<file path="src/rtl/sfseq_pkg.sv">
package sfseq_pkg;

   // control word field positions (decoded by the sequencer)
   localparam int CTRL_W   = 11;
   localparam int DW_LSB   = 0;
   localparam int AW_LSB   = 2;
   localparam int CW_LSB   = 4;
   localparam int ASUC_LSB = 6;
   localparam int CSUC_LSB = 8;
   // length word field positions
   localparam int LFLD_W   = 6;
   localparam int ALEN_LSB = 0;
   localparam int CLEN_LSB = 6;
   localparam int LEN_W    = 12;

   typedef enum logic [2:0] {
      ST_IDLE, ST_CMD, ST_ADDR, ST_WDAT, ST_RDAT, ST_TAIL
   } seq_st_e;

   function automatic logic [2:0] lane_cnt(input logic [1:0] code);
      case (code)
         2'd3:    return 3'd4;
         2'd2:    return 3'd2;
         default: return 3'd1;
      endcase
   endfunction

   function automatic logic [3:0] lane_mask(input logic [2:0] n);
      case (n)
         3'd4:    return 4'hF;
         3'd2:    return 4'h3;
         default: return 4'h1;
      endcase
   endfunction

   function automatic seq_st_e after_cmd(input logic [2:0] code);
      case (code)
         3'b011:  return ST_ADDR;
         3'b101:  return ST_WDAT;
         3'b110:  return ST_RDAT;
         default: return ST_TAIL;
      endcase
   endfunction

   function automatic seq_st_e after_addr(input logic [1:0] code);
      case (code)
         2'b01:   return ST_WDAT;
         2'b10:   return ST_RDAT;
         default: return ST_TAIL;
      endcase
   endfunction

endpackage

</file>
<file path="src/rtl/sfseq_tx_shift.sv">
module sfseq_tx_shift #(
   parameter int SR_W   = 24,
   parameter int BITS_W = 5
) (
   input  logic              clk,
   input  logic              rst_n,
   input  logic              load,
   input  logic [SR_W-1:0]   load_val,
   input  logic [BITS_W-1:0] load_bits,
   input  logic              shift,
   input  logic [2:0]        lanes,
   output logic [3:0]        lane_out,
   output logic              active
);

   generate
      if (SR_W < 8) begin : g_bad_width
         $error("sfseq_tx_shift: SR_W must be at least 8");
      end
   endgenerate

   logic [SR_W-1:0]   sr;
   logic [BITS_W-1:0] left;
   logic [BITS_W-1:0] step;

   assign step = BITS_W'(lanes);

   always_ff @(posedge clk or negedge rst_n) begin
      if (!rst_n) begin
         sr   <= '0;
         left <= '0;
      end else if (load) begin
         sr   <= load_val;
         left <= load_bits;
      end else if (shift) begin
         sr   <= sr << lanes;
         left <= (left > step) ? left - step : '0;
      end
   end

   always_comb begin
      case (lanes)
         3'd4:    lane_out = sr[SR_W-1 -: 4];
         3'd2:    lane_out = {2'b00, sr[SR_W-1 -: 2]};
         default: lane_out = {3'b000, sr[SR_W-1]};
      endcase
   end

   assign active = (left != '0);


   tx_drain_chk: assert property (@(posedge clk) disable iff (!rst_n)
      (!active && !load) |=> !active);

endmodule

</file>
<file path="src/rtl/sfseq_rx_pack.sv">
module sfseq_rx_pack (
   input  logic       clk,
   input  logic       rst_n,
   input  logic       clr,
   input  logic       sample,
   input  logic [2:0] lanes,
   input  logic [3:0] io_in,
   output logic [7:0] byte_out,
   output logic       byte_valid
);

   logic [7:0] acc;
   logic [3:0] cnt;
   logic [3:0] bits_in;
   logic [7:0] nxt;

   always_comb begin
      case (lanes)
         3'd4:    bits_in = io_in;
         3'd2:    bits_in = {2'b00, io_in[1:0]};
         default: bits_in = {3'b000, io_in[1]};
      endcase
      nxt = (acc << lanes) | {4'h0, bits_in};
   end

   always_ff @(posedge clk or negedge rst_n) begin
      if (!rst_n) begin
         acc        <= '0;
         cnt        <= '0;
         byte_out   <= '0;
         byte_valid <= 1'b0;
      end else begin
         byte_valid <= 1'b0;
         if (clr) begin
            cnt <= '0;
         end else if (sample) begin
            if (cnt + 4'(lanes) >= 4'd8) begin
               byte_out   <= nxt;
               byte_valid <= 1'b1;
               cnt        <= '0;
            end else begin
               cnt <= cnt + 4'(lanes);
            end
            acc <= nxt;
         end
      end
   end


   rx_sample_chk: assert property (@(posedge clk) disable iff (!rst_n)
      byte_valid |-> $past(sample));

endmodule

</file>
<file path="src/rtl/sflash_seq.sv">
module sflash_seq
   import sfseq_pkg::*;
#(
   parameter int ADDR_W = 24,
   parameter int CNT_W  = 8
) (
   input  logic              clk,
   input  logic              rst_n,
   input  logic              start,
   input  logic [10:0]       ctrl_word,
   input  logic [11:0]       len_word,
   input  logic [7:0]        opcode,
   input  logic [ADDR_W-1:0] address,
   input  logic [CNT_W-1:0]  byte_cnt,
   input  logic [7:0]        wr_data,
   input  logic              wr_valid,
   output logic              wr_ready,
   output logic [7:0]        rd_data,
   output logic              rd_valid,
   output logic              busy,
   output logic              done,
   output logic              cs_n,
   output logic              sck,
   output logic [3:0]        io_out,
   output logic [3:0]        io_oe,
   input  logic [3:0]        io_in
);

   localparam int BITS_W = $clog2(ADDR_W + 1);
   localparam int PAD_W  = ADDR_W - 8;

   generate
      if (ADDR_W < 8 || ADDR_W > 32) begin : g_bad_addr
         $error("sflash_seq: ADDR_W must lie in 8..32");
      end
      if (CNT_W < 1) begin : g_bad_cnt
         $error("sflash_seq: CNT_W must be positive");
      end
   endgenerate

   seq_st_e            st, phase_nxt;
   logic               h;
   logic [CTRL_W-1:0]  ctrl_q;
   logic [LEN_W-1:0]   len_q;
   logic [ADDR_W-1:0]  addr_q;
   logic [CNT_W-1:0]   cnt_q, bytes_left;
   logic [LFLD_W-1:0]  cyc;
   logic [3:0]         dbits;
   logic               have;

   logic [2:0] cw_n, aw_n, dw_n, cur_n;
   logic       phase_last, data_last, wr_take, start_ok;
   logic       sh_load, sh_shift, sh_active;
   logic [ADDR_W-1:0] sh_val;
   logic [BITS_W-1:0] sh_bits;
   logic [3:0]        sh_lanes;

   assign cw_n = lane_cnt(ctrl_q[CW_LSB +: 2]);
   assign aw_n = lane_cnt(ctrl_q[AW_LSB +: 2]);
   assign dw_n = lane_cnt(ctrl_q[DW_LSB +: 2]);

   always_comb begin
      case (st)
         ST_CMD:  cur_n = cw_n;
         ST_ADDR: cur_n = aw_n;
         default: cur_n = dw_n;
      endcase
   end

   assign start_ok   = start && (st == ST_IDLE);
   assign phase_last = h && (cyc == '0) && (st == ST_CMD || st == ST_ADDR);
   assign phase_nxt  = (st == ST_CMD) ? after_cmd(ctrl_q[CSUC_LSB +: 3])
                                      : after_addr(ctrl_q[ASUC_LSB +: 2]);
   assign data_last  = (dbits == 4'(dw_n));
   assign wr_ready   = (st == ST_WDAT) && !h && !have;
   assign wr_take    = wr_ready && wr_valid;

   // transmit shifter shared by opcode, address and write bytes
   always_comb begin
      sh_load = 1'b0;
      sh_val  = {wr_data, {PAD_W{1'b0}}};
      sh_bits = BITS_W'(8);
      if (start_ok) begin
         sh_load = 1'b1;
         sh_val  = {opcode, {PAD_W{1'b0}}};
      end else if (phase_last && st == ST_CMD && phase_nxt == ST_ADDR) begin
         sh_load = 1'b1;
         sh_val  = addr_q;
         sh_bits = BITS_W'(ADDR_W);
      end else if (wr_take) begin
         sh_load = 1'b1;
      end
   end

   assign sh_shift = h && (st == ST_CMD || st == ST_ADDR || st == ST_WDAT);

   sfseq_tx_shift #(.SR_W(ADDR_W), .BITS_W(BITS_W)) u_tx (
      .clk      (clk),
      .rst_n    (rst_n),
      .load     (sh_load),
      .load_val (sh_val),
      .load_bits(sh_bits),
      .shift    (sh_shift),
      .lanes    (cur_n),
      .lane_out (sh_lanes),
      .active   (sh_active)
   );

   sfseq_rx_pack u_rx (
      .clk       (clk),
      .rst_n     (rst_n),
      .clr       (start_ok),
      .sample    ((st == ST_RDAT) && !h),
      .lanes     (dw_n),
      .io_in     (io_in),
      .byte_out  (rd_data),
      .byte_valid(rd_valid)
   );

   always_ff @(posedge clk or negedge rst_n) begin
      if (!rst_n) begin
         st         <= ST_IDLE;
         h          <= 1'b0;
         cs_n       <= 1'b1;
         done       <= 1'b0;
         ctrl_q     <= '0;
         len_q      <= '0;
         addr_q     <= '0;
         cnt_q      <= '0;
         bytes_left <= '0;
         cyc        <= '0;
         dbits      <= '0;
         have       <= 1'b0;
      end else begin
         done <= 1'b0;
         case (st)
            ST_IDLE: if (start) begin
               ctrl_q <= ctrl_word;
               len_q  <= len_word;
               addr_q <= address;
               cnt_q  <= byte_cnt;
               cyc    <= len_word[CLEN_LSB +: LFLD_W];
               cs_n   <= 1'b0;
               h      <= 1'b0;
               st     <= ST_CMD;
            end
            ST_CMD, ST_ADDR: begin
               h <= !h;
               if (h) begin
                  if (cyc != '0) begin
                     cyc <= cyc - 1'b1;
                  end else begin
                     st    <= phase_nxt;
                     cyc   <= len_q[ALEN_LSB +: LFLD_W];
                     dbits <= 4'd8;
                     have  <= 1'b0;
                     bytes_left <= cnt_q;
                  end
               end
            end
            ST_WDAT, ST_RDAT: begin
               if (!h) begin
                  if (st == ST_RDAT || have) h <= 1'b1;
                  else if (wr_valid)         have <= 1'b1;
               end else begin
                  h <= 1'b0;
                  if (data_last) begin
                     dbits <= 4'd8;
                     have  <= 1'b0;
                     if (bytes_left <= 1) st <= ST_TAIL;
                     else                 bytes_left <= bytes_left - 1'b1;
                  end else begin
                     dbits <= dbits - 4'(dw_n);
                  end
               end
            end
            default: begin
               cs_n <= 1'b1;
               done <= 1'b1;
               st   <= ST_IDLE;
            end
         endcase
      end
   end

   assign sck    = h;
   assign busy   = (st != ST_IDLE);
   assign io_out = sh_lanes & lane_mask(cur_n);
   assign io_oe  = ((st == ST_WDAT) || ((st == ST_CMD || st == ST_ADDR) && sh_active))
                   ? lane_mask(cur_n) : 4'h0;


   sck_cs_chk: assert property (@(posedge clk) disable iff (!rst_n)
      sck |-> !cs_n);


   out_hold_chk: assert property (@(posedge clk) disable iff (!rst_n)
      $rose(sck) |-> ($stable(io_out) && $stable(io_oe)));


   stall_hold_chk: assert property (@(posedge clk) disable iff (!rst_n)
      (wr_ready && !wr_valid) |=> (!sck && !cs_n));


   done_pulse_chk: assert property (@(posedge clk) disable iff (!rst_n)
      done |=> !done);


   cs_done_chk: assert property (@(posedge clk) disable iff (!rst_n)
      $rose(cs_n) |-> done);


   rd_float_chk: assert property (@(posedge clk) disable iff (!rst_n)
      rd_valid |-> (io_oe == 4'h0));

endmodule

</file>
<file path="config.mk">
export PLATFORM = sky130hd
export DESIGN_NAME = sflash_seq
export DESIGN_NICKNAME = d
export VERILOG_FILES = /design/src/rtl/sfseq_pkg.sv /design/src/rtl/sfseq_tx_shift.sv /design/src/rtl/sfseq_rx_pack.sv /design/src/rtl/sflash_seq.sv
export SDC_FILE = /design/constraint.sdc
export NUM_CORES = 1
export LEC_CHECK = 0
export BUFFER_PORTS_ARGS = -buffer_cell sky130_fd_sc_hd__buf_2
export CAP_MARGIN = 0
export CELL_PAD_IN_SITES_DETAIL_PLACEMENT = 0
export CELL_PAD_IN_SITES_GLOBAL_PLACEMENT = 1
export CORE_MARGIN = 10
export CORE_UTILIZATION = 45
export CTS_CLUSTER_DIAMETER = 200
export DETAILED_ROUTE_END_ITERATION = 8
export GPL_TIMING_DRIVEN = 0
export PLACE_DENSITY = 0.86
export SLEW_MARGIN = 20
export SYNTH_ARGS = -nofsm -noshare
export SYNTH_HDL_FRONTEND = slang
export SYNTH_HIERARCHICAL = 1
export SYNTH_SLANG_ARGS = --single-unit
</file>
<file path="constraint.sdc">
create_clock -name clk -period 3.75 [get_ports clk]
set_input_delay 0.1875 -clock clk [delete_from_list [all_inputs] [get_ports clk]]
set_output_delay 0.1875 -clock clk [all_outputs]
set_load 0.05 [all_outputs]
</file>
==> results.sh <==
export IMPL_num_rows=48
export IMPL_die_w_microns=152
export IMPL_die_area_sq_mm=0.0230
export IMPL_outcome="finished, final reports clean"
export IMPL_dieHeight_microns=152
export IMPL_ys_flop_type="dfrtp_1"
export IMPL_numPortBuffers=100
export IMPL_ios=101
export IMPL_final_seq_area_sq_mm=0.00310
export IMPL_finalNetCount=1046
export IMPL_fmax_mhz=284
export IMPL_rsz0062_at_grt="false"
export IMPL_wirelength_mm=21.4
export IMPL_drt_iter0_drc=593
export IMPL_grt_pass1_vias=6568
export IMPL_cts_buffers=17
export IMPL_final_antenna_net_count=0
export IMPL_yosys_area_top_type="dfrtp_1"
export IMPL_yosys_top_cells_area="dfrtp_1, mux2_2, o21ai_0"
export IMPL_path_clk_slew_ps=60
export IMPL_power_density_mw_per_mm2=1020
export IMPL_grtUsageTotal=0.187
export IMPL_hold_viol=0
export IMPL_final_util=0.555
export IMPL_synth_edf_count=0
export IMPL_antenna_found_initial=0
export IMPL_root_buffer="clkbuf_16"
export IMPL_path_max_fanout=10
export IMPL_grt_pass1_wl_mm=34.3
export IMPL_post_route_cell_area_sq_mm=0.00949
export IMPL_tightest_slew_ps=840
export IMPL_via_per_inst=5.63
export IMPL_start_util=0.455
export IMPL_end_kind="primary output"
export IMPL_async_reset_ff_frac=1.00
export IMPL_place_inst=1133
export IMPL_worstPathArrival_ps=3330
export IMPL_antenna_cells=0
export IMPL_ys_ff_latch=124
export IMPL_post_route_period_util=0.939
export IMPL_worstSkewPairLatency_ps=410
export IMPL_syn_to_final_growth_pct=22.0
export IMPL_peakVddDrop_mv=0.560
export IMPL_ys_warnings_count=6
export IMPL_core_area_sq_mm=0.0171
export IMPL_cts_tree="yes"
export IMPL_final_common_cell="dfrtp_1"
export IMPL_syn_avg_cell_area_sq_um=9.67
export IMPL_drc=0
export IMPL_gp_congestion=0.870
export IMPL_worstHoldPathType="in2reg"
export IMPL_slew_viol_final=0
export IMPL_slew_headroom=0.440
export IMPL_stdcell_count=1190
export IMPL_fin_skew_ps=8.23
export IMPL_post_route_cells_drive_above_1_share=0.276
export IMPL_fillCellCount=1552
export IMPL_overflow=0
export IMPL_vias=6698
export IMPL_synth_cell_types=90
export IMPL_yosysSeqAreaShare=0.399
export IMPL_power_w=0.00965
export IMPL_setup_worst_path_start_class="flip-flop"
export IMPL_placed_area_sq_mm=0.00861
export IMPL_drv_cap=0
export IMPL_synth_top_cell_area_share=0.395
export IMPL_htree_levels=4
export IMPL_dp_final_hpwl_mm=15.8
export IMPL_cts_sinks=124
export IMPL_clk_path_buf_depth=2
export IMPL_grt_max_degree=92
export IMPL_wl_per_cell_microns=17.9
export IMPL_layout_common_cells="dfrtp_1, buf_2, mux2_2, nor2_1, o21ai_0"
export IMPL_multi_input_area_sq_mm=0.00424
export IMPL_crit_type="reg2out"
export IMPL_synthesis_instances=805
export IMPL_leakage_nw=4.24
export IMPL_setup_violations=0
export IMPL_period_needed_ps=3520
export IMPL_firstDrtPassIters=6
export IMPL_hold_ws_ps=10.7
export IMPL_crit_required_ps=3560
export IMPL_synth_area_sq_mm=0.00778
cell families after synthesis:
kind of cell,Yosys count,synth area share
buffers and inverters,90,0.0584
XOR/XNOR,7,0.00788
other,2,0.000965
AND/OR/NAND/NOR,242,0.164
flip-flops,124,0.399
multiplexers,98,0.142
adder cells (fa/ha/maj),15,0.0270
AO/OA/AOI/OAI,227,0.200
report_power, final:
part / switching, W / internal, W
clock network: 0.000604 / 0.00110
logic: 0.00326 / 0.00228
registers: 0.000453 / 0.00196
total: 0.00432 / 0.00533
routing by layer:
layer | GRT usage | up-vias | routed length [microns]
met5 | 0 | - | 0
met1 | 0.251 | 3277 | 9940
li1 | - | 3239 | -
met4 | 0.0562 | 0 | 292
met2 | 0.299 | 165 | 10200
met3 | 0.0365 | 17 | 950
synthesized netlist by cell type (all sizes together), types with 3 or more instances:
| library cell | count |
|---|---|
| xor2 | 3 |
| dfrtp | 123 |
| nand3b | 3 |
| and2b | 3 |
| mux2 | 70 |
| buf | 26 |
| o211ai | 12 |
| and3 | 11 |
| ha | 12 |
| o221ai | 4 |
| nand4 | 3 |
| o31ai | 5 |
| fa | 3 |
| a32oi | 3 |
| a22o | 9 |
| nand2b | 22 |
| o21a | 3 |
| a31oi | 25 |
| nor4 | 3 |
| nand2 | 57 |
| a211oi | 8 |
| o22ai | 7 |
| xnor2 | 4 |
| o32a | 3 |
| o21ai | 61 |
| nor2 | 63 |
| clkbuf | 24 |
| or4 | 3 |
| nand3 | 10 |
| a21oi | 29 |
| a22oi | 20 |
| a32o | 3 |
| a2bb2oi | 5 |
| a21o | 15 |
| and2 | 24 |
| mux2i | 27 |
| inv | 40 |
| nor2b | 5 |
| nor3 | 23 |
| nor4b | 3 |
flip-flops by register name, summed over array words and instances (netlist names), 5 cells and up:
register,cells
addr_q,24
bytes_left,8
cnt_q,8
ctrl_q,11
cyc,6
len_q,6
u_rx/acc,8
u_rx/byte_out,8
u_tx/left,5
u_tx/sr,24
final timing paths:
kind,cells after the start,slack [ps],endpoint,startpoint
worst min-delay path,2,10,cnt_q[7]$_DFFE_PN0P_,byte_cnt[7]
worst min register to register,2,480,dbits[0]$_DFFE_PN0P_,dbits[0]$_DFFE_PN0P_
max in group asynchronous,3,2750,u_tx/sr[23]$_DFFE_PN0P_,rst_n
min in group asynchronous,2,240,cnt_q[6]$_DFFE_PN0P_,rst_n
worst max register to register,12,330,u_tx/left[3]$_DFFE_PN0P_,st[0]$_DFFE_PN0P_
worst max-delay path,14,230,io_out[1],st[0]$_DFFE_PN0P_
repair_timing:
item	in CTS	in global routing
resized for setup	1	13
buffers inserted	0	3
endpoints found under the setup margin	4	30
endpoints found under the hold margin	54	1
pin swaps	1	1
hold buffers	22	1
worst max-delay path: stages (launching register included):
cell	delay, ps
dfrtp_1	350
clkbuf_1	210
nand2b_1	280
a21o_1	210
clkbuf_1	200
a32o_1	330
inv_2	210
buf_6	190
inv_4	70
nor2_1	230
a21oi_1	100
nor2_1	90
inv_1	40
nor2_1	140
clkbuf_4	260
metrics by stage:
| stage | TNS, ps | setup slack (ps) |
|---|---|---|
| finish | 0 | 228 |
| global route | 0 | 11.3 |
| CTS | 0 | 16.8 |
| detailed placement | -4.03 | -4.03 |
| global placement | 0 | 13.1 |
| floorplan | 0 | 131 |
area by class of cell:
class                           instances  share of cell area
Inverter                               40              0.0161
Sequential cell                       124               0.327
Clock buffer                           22              0.0499
Timing Repair Buffer                  127              0.0838
Tap cell                              225              0.0297
Buffer                                 49              0.0319
Multi-Input combinational cell        593               0.447
Clock inverter                         10              0.0146
Note: power is estimated with default switching activity, not from simulation.
